==> config.mk <==
export PLATFORM = sky130hd
export DESIGN_NAME = knob_osc_ctrl
export DESIGN_NICKNAME = d
export VERILOG_FILES = /design/src/rtl/knob_osc_ctrl.sv
export SDC_FILE = /design/constraint.sdc
export NUM_CORES = 1
export LEC_CHECK = 0
export BUFFER_PORTS_ARGS = -buffer_cell sky130_fd_sc_hd__buf_2
export CORE_MARGIN = 2
export CORE_UTILIZATION = 50
export DETAILED_ROUTE_END_ITERATION = 8
export PLACE_DENSITY = 0.69
export SLEW_MARGIN = 20
export SYNTH_ARGS = -nofsm -noshare
export SYNTH_HDL_FRONTEND = slang
export SYNTH_SLANG_ARGS = --single-unit
==> constraint.sdc <==
create_clock -name clk -period 3.9 [get_ports clk]
set_input_delay 0.585 -clock clk [delete_from_list [all_inputs] [get_ports clk]]
set_output_delay 0.585 -clock clk [all_outputs]
set_load 0.03 [all_outputs]
==> src/rtl/knob_osc_ctrl.sv <==
module knob_osc_ctrl #(
  parameter int ADC_W       = 10,
  parameter int FREQ_W      = 32,
  parameter int NVM_AW      = 4,
  parameter int NOMINAL_HZ  = 14_000_000,
  parameter int STEP_HZ     = 1000,
  parameter int TICK_CYCLES = 3_000_000,
  parameter int MARK_ADDR   = 15,
  parameter int MARK_VAL    = 8'h49
) (
  input  logic              clk,
  input  logic              rst_n,
  input  logic              power_good,
  input  logic [ADC_W-1:0]  adc_sample,
  input  logic              adc_valid,
  input  logic              skip_n,
  output logic              nvm_req,
  output logic              nvm_we,
  output logic [NVM_AW-1:0] nvm_addr,
  output logic [7:0]        nvm_wdata,
  input  logic              nvm_ack,
  input  logic [7:0]        nvm_rdata,
  output logic [FREQ_W-1:0] freq_word,
  output logic              freq_upd,
  input  logic              synth_done
);
  localparam int DW    = ADC_W + 1;
  localparam int TCW   = $clog2(TICK_CYCLES + 1);
  localparam int BYTES = FREQ_W / 8;
  localparam int IDXW  = $clog2(BYTES + 1);
  localparam logic [FREQ_W-1:0] DEF_BASE = FREQ_W'(NOMINAL_HZ - (2**ADC_W - 1));
  localparam logic [DW-1:0]     MID      = DW'(2**ADC_W);
  localparam logic [DW-1:0]     NONE     = '1;
  localparam logic [7:0]        MARK     = 8'(MARK_VAL);

  typedef enum logic [3:0] {
    ST_PWR, ST_BOOT_HOLD, ST_INIT_WR, ST_RD_MARK, ST_RD_BASE,
    ST_RUN, ST_SKIP_WR, ST_UPD_WAIT, ST_REL
  } st_t;

  st_t               st;
  logic [TCW-1:0]    tcnt;
  logic              tick;
  logic [ADC_W-1:0]  samp;
  logic              have;
  logic [DW-1:0]     dbl, last;
  logic [FREQ_W-1:0] base, target, stepped;
  logic [IDXW-1:0]   idx;
  logic              after_skip;
  logic [7:0]        cur_byte;

  assign tick    = (tcnt == TCW'(TICK_CYCLES - 1));
  assign dbl     = {samp, 1'b0};
  assign target  = base + FREQ_W'(dbl);
  assign stepped = (dbl < MID) ? base - FREQ_W'(STEP_HZ) : base + FREQ_W'(STEP_HZ);

  always_comb begin
    cur_byte = '0;
    for (int b = 0; b < BYTES; b++)
      if (idx == IDXW'(b)) cur_byte = base[8*b +: 8];
  end

  always_ff @(posedge clk or negedge rst_n)
    if (!rst_n)    tcnt <= '0;
    else if (tick) tcnt <= '0;
    else           tcnt <= tcnt + 1'b1;

  always_ff @(posedge clk or negedge rst_n)
    if (!rst_n) begin
      samp <= '0;
      have <= 1'b0;
    end else if (adc_valid) begin
      samp <= adc_sample;
      have <= 1'b1;
    end

  always_ff @(posedge clk or negedge rst_n) begin
    if (!rst_n) begin
      st         <= ST_PWR;
      base       <= DEF_BASE;
      last       <= NONE;
      idx        <= '0;
      after_skip <= 1'b0;
      nvm_req    <= 1'b0;
      nvm_we     <= 1'b0;
      nvm_addr   <= '0;
      nvm_wdata  <= '0;
      freq_word  <= '0;
      freq_upd   <= 1'b0;
    end else begin
      freq_upd <= 1'b0;
      case (st)
        ST_PWR:
          if (power_good) st <= skip_n ? ST_RD_MARK : ST_BOOT_HOLD;
        ST_BOOT_HOLD:
          if (skip_n) begin
            base <= DEF_BASE;
            idx  <= '0;
            st   <= ST_INIT_WR;
          end
        ST_INIT_WR:
          if (!nvm_req) begin
            nvm_req   <= 1'b1;
            nvm_we    <= 1'b1;
            nvm_addr  <= (idx == IDXW'(BYTES)) ? NVM_AW'(MARK_ADDR) : NVM_AW'(idx);
            nvm_wdata <= (idx == IDXW'(BYTES)) ? MARK : cur_byte;
          end else if (nvm_ack) begin
            nvm_req <= 1'b0;
            if (idx == IDXW'(BYTES)) st <= ST_RD_MARK;
            else                     idx <= idx + 1'b1;
          end
        ST_RD_MARK:
          if (!nvm_req) begin
            nvm_req  <= 1'b1;
            nvm_we   <= 1'b0;
            nvm_addr <= NVM_AW'(MARK_ADDR);
          end else if (nvm_ack) begin
            nvm_req <= 1'b0;
            idx     <= '0;
            st      <= (nvm_rdata == MARK) ? ST_RD_BASE : ST_RUN;
          end
        ST_RD_BASE:
          if (!nvm_req) begin
            nvm_req  <= 1'b1;
            nvm_we   <= 1'b0;
            nvm_addr <= NVM_AW'(idx);
          end else if (nvm_ack) begin
            nvm_req <= 1'b0;
            for (int b = 0; b < BYTES; b++)
              if (idx == IDXW'(b)) base[8*b +: 8] <= nvm_rdata;
            if (idx == IDXW'(BYTES - 1)) st <= ST_RUN;
            else                         idx <= idx + 1'b1;
          end
        ST_RUN:
          if (tick && have) begin
            if (!skip_n) begin
              base <= stepped;
              idx  <= '0;
              st   <= ST_SKIP_WR;
            end else if (dbl != last) begin
              freq_word  <= target;
              freq_upd   <= 1'b1;
              last       <= dbl;
              after_skip <= 1'b0;
              st         <= ST_UPD_WAIT;
            end
          end
        ST_SKIP_WR:
          if (!nvm_req) begin
            nvm_req   <= 1'b1;
            nvm_we    <= 1'b1;
            nvm_addr  <= NVM_AW'(idx);
            nvm_wdata <= cur_byte;
          end else if (nvm_ack) begin
            nvm_req <= 1'b0;
            if (idx == IDXW'(BYTES - 1)) begin
              freq_word  <= target;
              freq_upd   <= 1'b1;
              last       <= dbl;
              after_skip <= 1'b1;
              st         <= ST_UPD_WAIT;
            end else idx <= idx + 1'b1;
          end
        ST_UPD_WAIT:
          if (synth_done) st <= after_skip ? ST_REL : ST_RUN;
        ST_REL:
          if (skip_n) st <= ST_RUN;
        default: st <= ST_PWR;
      endcase
    end
  end


  no_strobe_during_write_chk: assert property (@(posedge clk) disable iff (!rst_n)
    (nvm_req && nvm_we) |-> !freq_upd);


  upd_pulse_chk: assert property (@(posedge clk) disable iff (!rst_n)
    freq_upd |=> !freq_upd);


  upd_hold_chk: assert property (@(posedge clk) disable iff (!rst_n)
    (st == ST_UPD_WAIT && !synth_done) |=> (!freq_upd && $stable(freq_word)));


  nvm_hold_chk: assert property (@(posedge clk) disable iff (!rst_n)
    (nvm_req && !nvm_ack) |=> (nvm_req && $stable(nvm_we) && $stable(nvm_addr) && $stable(nvm_wdata)));


  nvm_addr_range_chk: assert property (@(posedge clk) disable iff (!rst_n)
    nvm_req |-> (nvm_addr < NVM_AW'(BYTES) || nvm_addr == NVM_AW'(MARK_ADDR)));


  mark_data_chk: assert property (@(posedge clk) disable iff (!rst_n)
    (nvm_req && nvm_we && nvm_addr == NVM_AW'(MARK_ADDR)) |-> nvm_wdata == MARK);


  rel_quiet_chk: assert property (@(posedge clk) disable iff (!rst_n)
    (st == ST_REL) |=> (!freq_upd && !nvm_req));
endmodule

==> results of run 1 <==
-- power groups by stage --
stage,sequential (mW),clock (mW),combinational (mW)
detailed placement,2.31,0,3.90
finish,2.30,1.62,3.94
floorplan,2.41,0,2.66
global route,2.36,1.70,4.37
CTS,2.29,1.64,3.92
global placement,2.30,0,3.87
-- synth_stat cells (8+ instances only) --
master / count
nand2_1: 137
dfrtp_1: 108
o21ai_0: 79
nor2_1: 67
a21oi_1: 56
xor2_1: 50
ha_1: 43
nand3_1: 36
and3_1: 32
clkbuf_1: 29
xnor2_1: 25
dfstp_2: 23
mux2_2: 23
inv_1: 19
nor3_1: 17
a21o_1: 13
a22oi_1: 12
o21ai_1: 12
and2_1: 10
nand2b_1: 9
nor2b_1: 9
o21bai_1: 9
a31oi_1: 8
-- per-stage QoR --
step	hold WS (ps)	instance area [sq um]	setup slack, ps
6_report	119	9600	753
5_1_grt	164	9600	524
4_1_cts	140	9600	745
3_5_place_dp	466	9000	734
3_3_place_gp	460	9000	758
2_1_floorplan	289	8430	620
-- final timing paths --
path	start	end
hold reg to reg	freq_word[24]$_DFFE_PN0P_	freq_word[24]$_DFFE_PN0P_
min in group clk	adc_sample[4]	samp[4]$_DFFE_PN0P_
setup reg to reg	samp[9]$_DFFE_PN0P_	base[28]$_DFFE_PN0P_
hold / removal	rst_n	tcnt[1]$_DFF_PN0_
setup / recovery	samp[9]$_DFFE_PN0P_	base[28]$_DFFE_PN0P_
max in group asynchronous	rst_n	base[15]$_DFFE_PN1P_
-- cells in the final DEF, fill, tap and decap left out, types with 4 or more instances in the layout --
| cell type | instances |
|---|---|
| o31ai_1 | 7 |
| nor3_1 | 17 |
| inv_1 | 19 |
| a22oi_1 | 12 |
| o21a_1 | 7 |
| nand4b_1 | 5 |
| o21ai_1 | 12 |
| xor2_1 | 50 |
| nor2_1 | 67 |
| nand4_1 | 7 |
| buf_4 | 12 |
| and2_1 | 9 |
| dfstp_2 | 23 |
| o211ai_1 | 5 |
| nand2_1 | 137 |
| a21o_1 | 13 |
| or2_2 | 4 |
| xnor2_1 | 25 |
| nand2b_1 | 9 |
| nor2b_1 | 9 |
| dfrtp_1 | 108 |
| and3_1 | 32 |
| mux2_2 | 23 |
| ha_1 | 43 |
| a211oi_1 | 5 |
| buf_2 | 70 |
| nand3_1 | 36 |
| o221ai_1 | 4 |
| a221oi_1 | 6 |
| o22ai_1 | 4 |
| a31oi_1 | 8 |
| clkbuf_16 | 17 |
| a21oi_1 | 56 |
| clkinv_2 | 4 |
| mux2i_1 | 5 |
| o21ai_0 | 79 |
| o21bai_1 | 9 |
-- registers in the layout, summed over array words and instances, names as in the netlist, 3 cells and up --
name / cells
base: 32
freq_word: 32
tcnt: 22
last: 11
samp: 10
nvm_wdata: 8
nvm_addr: 4
st: 4
idx: 3
-- layer usage --
metal  global-route usage [%]  up-vias
met5                        0        -
met3                     5.63       40
li1                         -     3550
met4                     7.74        0
met1                     36.7     3503
met2                     42.0      227
-- critical path, stage by stage (launching register included) --
cell and delay (ps):
dfrtp_1 380, inv_1 370, ha_1 450, and3_1 250, and4_1 210, a211o_1 290, a221oi_2 340, o311ai_1 180
o31ai_1 260, xor2_1 180, o221ai_1 110
-- cells by family (layout without fill, tap and decap cells) --
kind of cell | after synthesis | after routing | share of synthesized area (%)
compound gates | 255 | 255 | 19.2
xor+xnor | 75 | 75 | 7.80
fa+ha+maj | 45 | 45 | 6.86
buf+inv | 59 | 134 | 2.70
flops | 131 | 131 | 39.2
mux | 29 | 29 | 3.80
simple gates | 356 | 356 | 20.4
-- cell type report --
class                      instances  area (sq um)
clock inverter                    10           134
inverter                          19          71.3
sequential                       131          3310
tap                              220           275
multi-input combinational        760          4890
timing repair buffer              83           452
clock buffer                      22           464
fill                            1466          6930
==> flow_metrics.py, run 1 <==
metrics = {
    "die": {
        "die_y_um": 134,
        "die_w_um": 134,
        "die-area_sq_mm": 0.0179,
        "num_rows": 47,
        "initial_core_util_pct": 51.0,
        "core_sq_mm": 0.0165,
        "ios": 72,
    },
    "setup_path": {
        "required_ps": 4190,
        "cp-start-kind": "flop",
        "worst-setup-path-type": "flop to flop",
        "crit_path_end_kind": "flop",
        "reg2regPathDepth": 10,
        "crit_path_max_fanout": 13,
        "arrival_ps": 3430,
        "ff2ff_setup_slack_ps": 750,
    },
    "clock_network": {
        "clock_sink_count": 131,
        "post_cts_resized": 0,
        "clk_pin_slew_ps": 60,
        "cts_made_buffers": 17,
        "clockRootBuffer": "clkbuf_16",
        "cts_setup_buffers": 0,
        "ctsHoldBuffers": 0,
        "cts_max_level": 4,
        "clockBufferDepth": 2,
        "insertion_delay_ps": 420,
        "cts_tree": "done",
    },
    "sta": {
        "grt_setup_unrepaired": "no",
        "slew_viol_final": 0,
        "setup_tns_ps": 0,
        "finalCritPeriodShare_pct": 80.7,
        "tightest_slew_ps": 753,
        "max_freq_mhz": 318,
        "relSlewSlack_pct": 49.8,
        "layout_min_cycle_time_ps": 3150,
        "finClkSkew_ps": 7.79,
        "setup_viol": 0,
        "hold_viol": 0,
    },
    "synthesis": {
        "synthFlopType": "dfrtp_1",
        "syn_avg_cell_area_sq_um": 8.87,
        "syn_area_sq_mm": 0.00843,
        "async_flop_share_pct": 100,
        "synth_top_cell_by_area": "dfrtp_1",
        "synth_fp_nets": 1020,
        "ys_ff_latch": 131,
        "ys_seq_area_share_pct": 39.2,
        "synth_area_leaders": "dfrtp_1, dfstp_2, ha_1",
        "ys_warn_count": 0,
        "synth_cell_types": 72,
        "synthCells": 950,
        "synth_edf_count": 0,
        "synth_top_area_share_pct": 32.1,
    },
    "routing": {
        "wl_met3_um": 1460,
        "drc": 0,
        "drtPass1Iterations": 5,
        "vias": 7320,
        "viasPerCell": 5.88,
        "routed.top_layer": "met4",
        "drt-initial-drc-count": 642,
        "met1_length_um": 10400,
        "ant_nets": 0,
        "wl_met2_um": 10500,
        "wl_um": 22900,
        "routedWlPerCell_um": 18.4,
    },
    "global_routing": {
        "grt_max_degree": 57,
        "grt_usage_pct": 26.5,
        "antenna_found_initial": 0,
        "grt.overflow.total": 0,
        "grt_pass1_wl_um": 37300,
        "grt_pass1_vias": 7178,
    },
    "pwr": {
        "p_sw_mw": 3.54,
        "seqPwrFrac_pct": 29.3,
        "power.leakage_nw": 4.44,
        "vdd_ir_drop_max_mv": 0.374,
        "swShare_pct": 45.1,
        "p_per_area_mw_per_mm2": 820,
        "clkPwrFrac_pct": 20.6,
        "intPower_mw": 4.32,
        "p_total_mw": 7.86,
        "comb_power_share_pct": 50.1,
    },
    "status": {
        "outcome": "completed",
    },
    "cells_and_area": {
        "syn_to_final_growth_pct": 13.9,
        "num_antenna_cells": 0,
        "utilization_pct": 58.1,
        "nets": 1082,
        "final_cell_count_no_fill": 1245,
        "drive_gt1_share_pct": 16.9,
    },
    "placement": {
        "port_buffers": 71,
        "dp_hpwl_um": 17000,
        "gp_congestion": 0.970,
        "placedCellCount": 1213,
    },
    "worst_hold_path": {
        "worst_hold_path_type": "input pin to async pin",
    },
    "job": {
        "max_cap_viol_count": 0,
    },
}
No activity file was read; power rests on OpenSTA's default activity.
==> run 2: changes to the inputs <==
clock period = 3.1 ns   (was 3.9 ns; I/O delays follow)
==> flow_metrics.py, run 2 (synthesis gave the netlist of run 1 again) <==
metrics = {
    "routing": {
        "vias": 7496,
        "viasPerCell": 5.87,
        "drc": 0,
        "routedWlPerCell_um": 18.3,
        "ant_nets": 0,
        "drtPass1Iterations": 5,
        "wl_um": 23300,
        "drt-initial-drc-count": 629,
    },
    "cells_and_area": {
        "utilization_pct": 60.1,
        "drive_gt1_share_pct": 20.2,
        "top_regs": "base: 32 flops, freq_word: 32 flops, tcnt: 22 flops",
        "final_common_cell": "nand2_1",
        "num_antenna_cells": 0,
        "fin_area_sq_mm": 0.00993,
        "nets": 1113,
        "most-common-layout-cells": "nand2_1, dfrtp_1, o21ai_0, buf_2, nor2_1",
        "syn_to_final_growth_pct": 17.8,
    },
    "setup_path": {
        "worst_path_largest_cell_delay_ps": 430,
        "required_ps": 3400,
        "cpMaxStageDelayCell": "dfrtp_2",
        "cp-start-kind": "flop",
        "arrival_ps": 3270,
        "crit_chain": "clkinvlp_4 -> buf_4 -> ha_1 -> and3_1 -> a221oi_1 -> o21ai_1 -> a221oi_4 -> o311ai_2 -> o31ai_2 -> xor2_1 -> o221ai_1",
        "worst-setup-path-type": "flop to flop",
        "crit_path_max_fanout": 6,
        "crit_path_end_kind": "flop",
    },
    "sta": {
        "tightest_slew_ps": 622,
        "max_freq_mhz": 337,
        "grt_setup_unrepaired": "no",
        "setup_viol": 0,
        "slew_viol_final": 0,
        "layout_min_cycle_time_ps": 2970,
        "relSlewSlack_pct": 58.6,
        "hold_viol": 0,
        "finClkSkew_ps": 9.70,
        "setup_tns_ps": 0,
        "finalCritPeriodShare_pct": 95.8,
    },
    "worst_hold_path": {
        "worst_hold_path_type": "input pin to async pin",
    },
    "die": {
        "core_sq_mm": 0.0165,
        "initial_core_util_pct": 51.0,
        "ios": 72,
        "num_rows": 47,
        "die_w_um": 134,
        "die-area_sq_mm": 0.0179,
        "die_y_um": 134,
    },
    "global_routing": {
        "grt_usage_pct": 26.6,
        "grt_pass1_vias": 7060,
        "grt.overflow.total": 0,
        "antenna_found_initial": 0,
        "grt_max_degree": 60,
        "grt_pass1_wl_um": 37300,
    },
    "pwr": {
        "power.leakage_nw": 4.60,
        "vdd_ir_drop_max_mv": 0.492,
        "p_per_area_mw_per_mm2": 1030,
    },
    "clock_network": {
        "clock_sink_count": 131,
        "clockRootBuffer": "clkbuf_16",
        "clk_pin_slew_ps": 60,
        "cts_tree": "done",
        "clockBufferDepth": 2,
        "cts_made_buffers": 17,
        "ctsHoldBuffers": 0,
        "cts_max_level": 4,
        "insertion_delay_ps": 430,
    },
    "placement": {
        "dp_hpwl_um": 17200,
        "gp_congestion": 0.920,
        "port_buffers": 71,
        "placed_cell_area_sq_mm": 0.00924,
    },
    "status": {
        "outcome": "completed",
    },
    "job": {
        "max_cap_viol_count": 0,
    },
}
[run 2: cell count changes in the layout (fill, tap and decap cells not counted), moves of 2 or more]
cell and delta:
ha_1 -4, buf_4 +28, o311ai_2 +2, ha_4 +2, ha_2 +2, clkinvlp_4 +2, buf_12 +2, o311ai_1 -2
[run 2: path summary, 6_finish.rpt]
path	from	to	slack, ps	depth (start not counted)
min in group clk	adc_sample[4]	samp[4]$_DFFE_PN0P_	270	2
min	rst_n	tcnt[12]$_DFF_PN0_	5	1
max	samp[9]$_DFFE_PN0P_	base[28]$_DFFE_PN0P_	130	11
max in group asynchronous	rst_n	freq_word[29]$_DFFE_PN0P_	2340	2
max reg2reg	samp[9]$_DFFE_PN0P_	base[28]$_DFFE_PN0P_	130	11
min reg2reg	freq_word[29]$_DFFE_PN0P_	freq_word[29]$_DFFE_PN0P_	470	2
[run 2: through the flow]
step / setup WS, ps / instances / hold slack [ps] / total power [mW]
6_report: 131 / 1276 / 4.91 / 10.2
4_1_cts: 36.6 / 1270 / 17.7 / 10.1
2_1_floorplan: -53.3 / 950 / 169 / 6.40
3_3_place_gp: 109 / 1238 / 460 / 7.92
3_5_place_dp: 58.5 / 1238 / 466 / 7.99
5_1_grt: 1.28 / 1276 / 49.5 / 10.9
[run 2: power by group]
| part | total (mW) | switching (mW) | internal [mW] |
|---|---|---|---|
| Sequential | 2.86 | 0.585 | 2.28 |
| Combinational | 5.30 | 3.24 | 2.05 |
| Clock | 2.09 | 0.765 | 1.32 |
[run 2: what timing repair did]
action	in CTS	in global routing
gates resized for setup	0	10
setup endpoints to repair	0	13
setup buffers	0	5
[run 2: final cells by class]
class                           count  area (sq um)
Clock inverter                      9           129
Clock buffer                       23           478
Sequential cell                   131          3310
Multi-Input combinational cell    760          4950
Fill cell                        1466          6600
Inverter                           19          75.1
Timing Repair inverter              1          7.51
Timing Repair Buffer              113           702
Tap cell                          220           275
[run 2: metal layers]
metal | up-vias | share of wire (%) | track usage, %
li1 | 3611 | - | -
met1 | 3590 | 45 | 37.5
met2 | 255 | 47 | 41.7
met3 | 40 | 6.5 | 4.84
met4 | 0 | 1.9 | 8.81
met5 | - | 0 | 0
[run 2: worst max-delay path: cells and delay by family, from the launching register on]
| kind | cells | cell delay (ps) |
|---|---|---|
| AND/OR/NAND/NOR | 1 | 200 |
| adder cells (fa/ha/maj) | 1 | 300 |
| flip-flops | 1 | 430 |
| buffers and inverters | 2 | 380 |
| XOR/XNOR | 1 | 170 |
| AO/OA/AOI/OAI | 6 | 1360 |
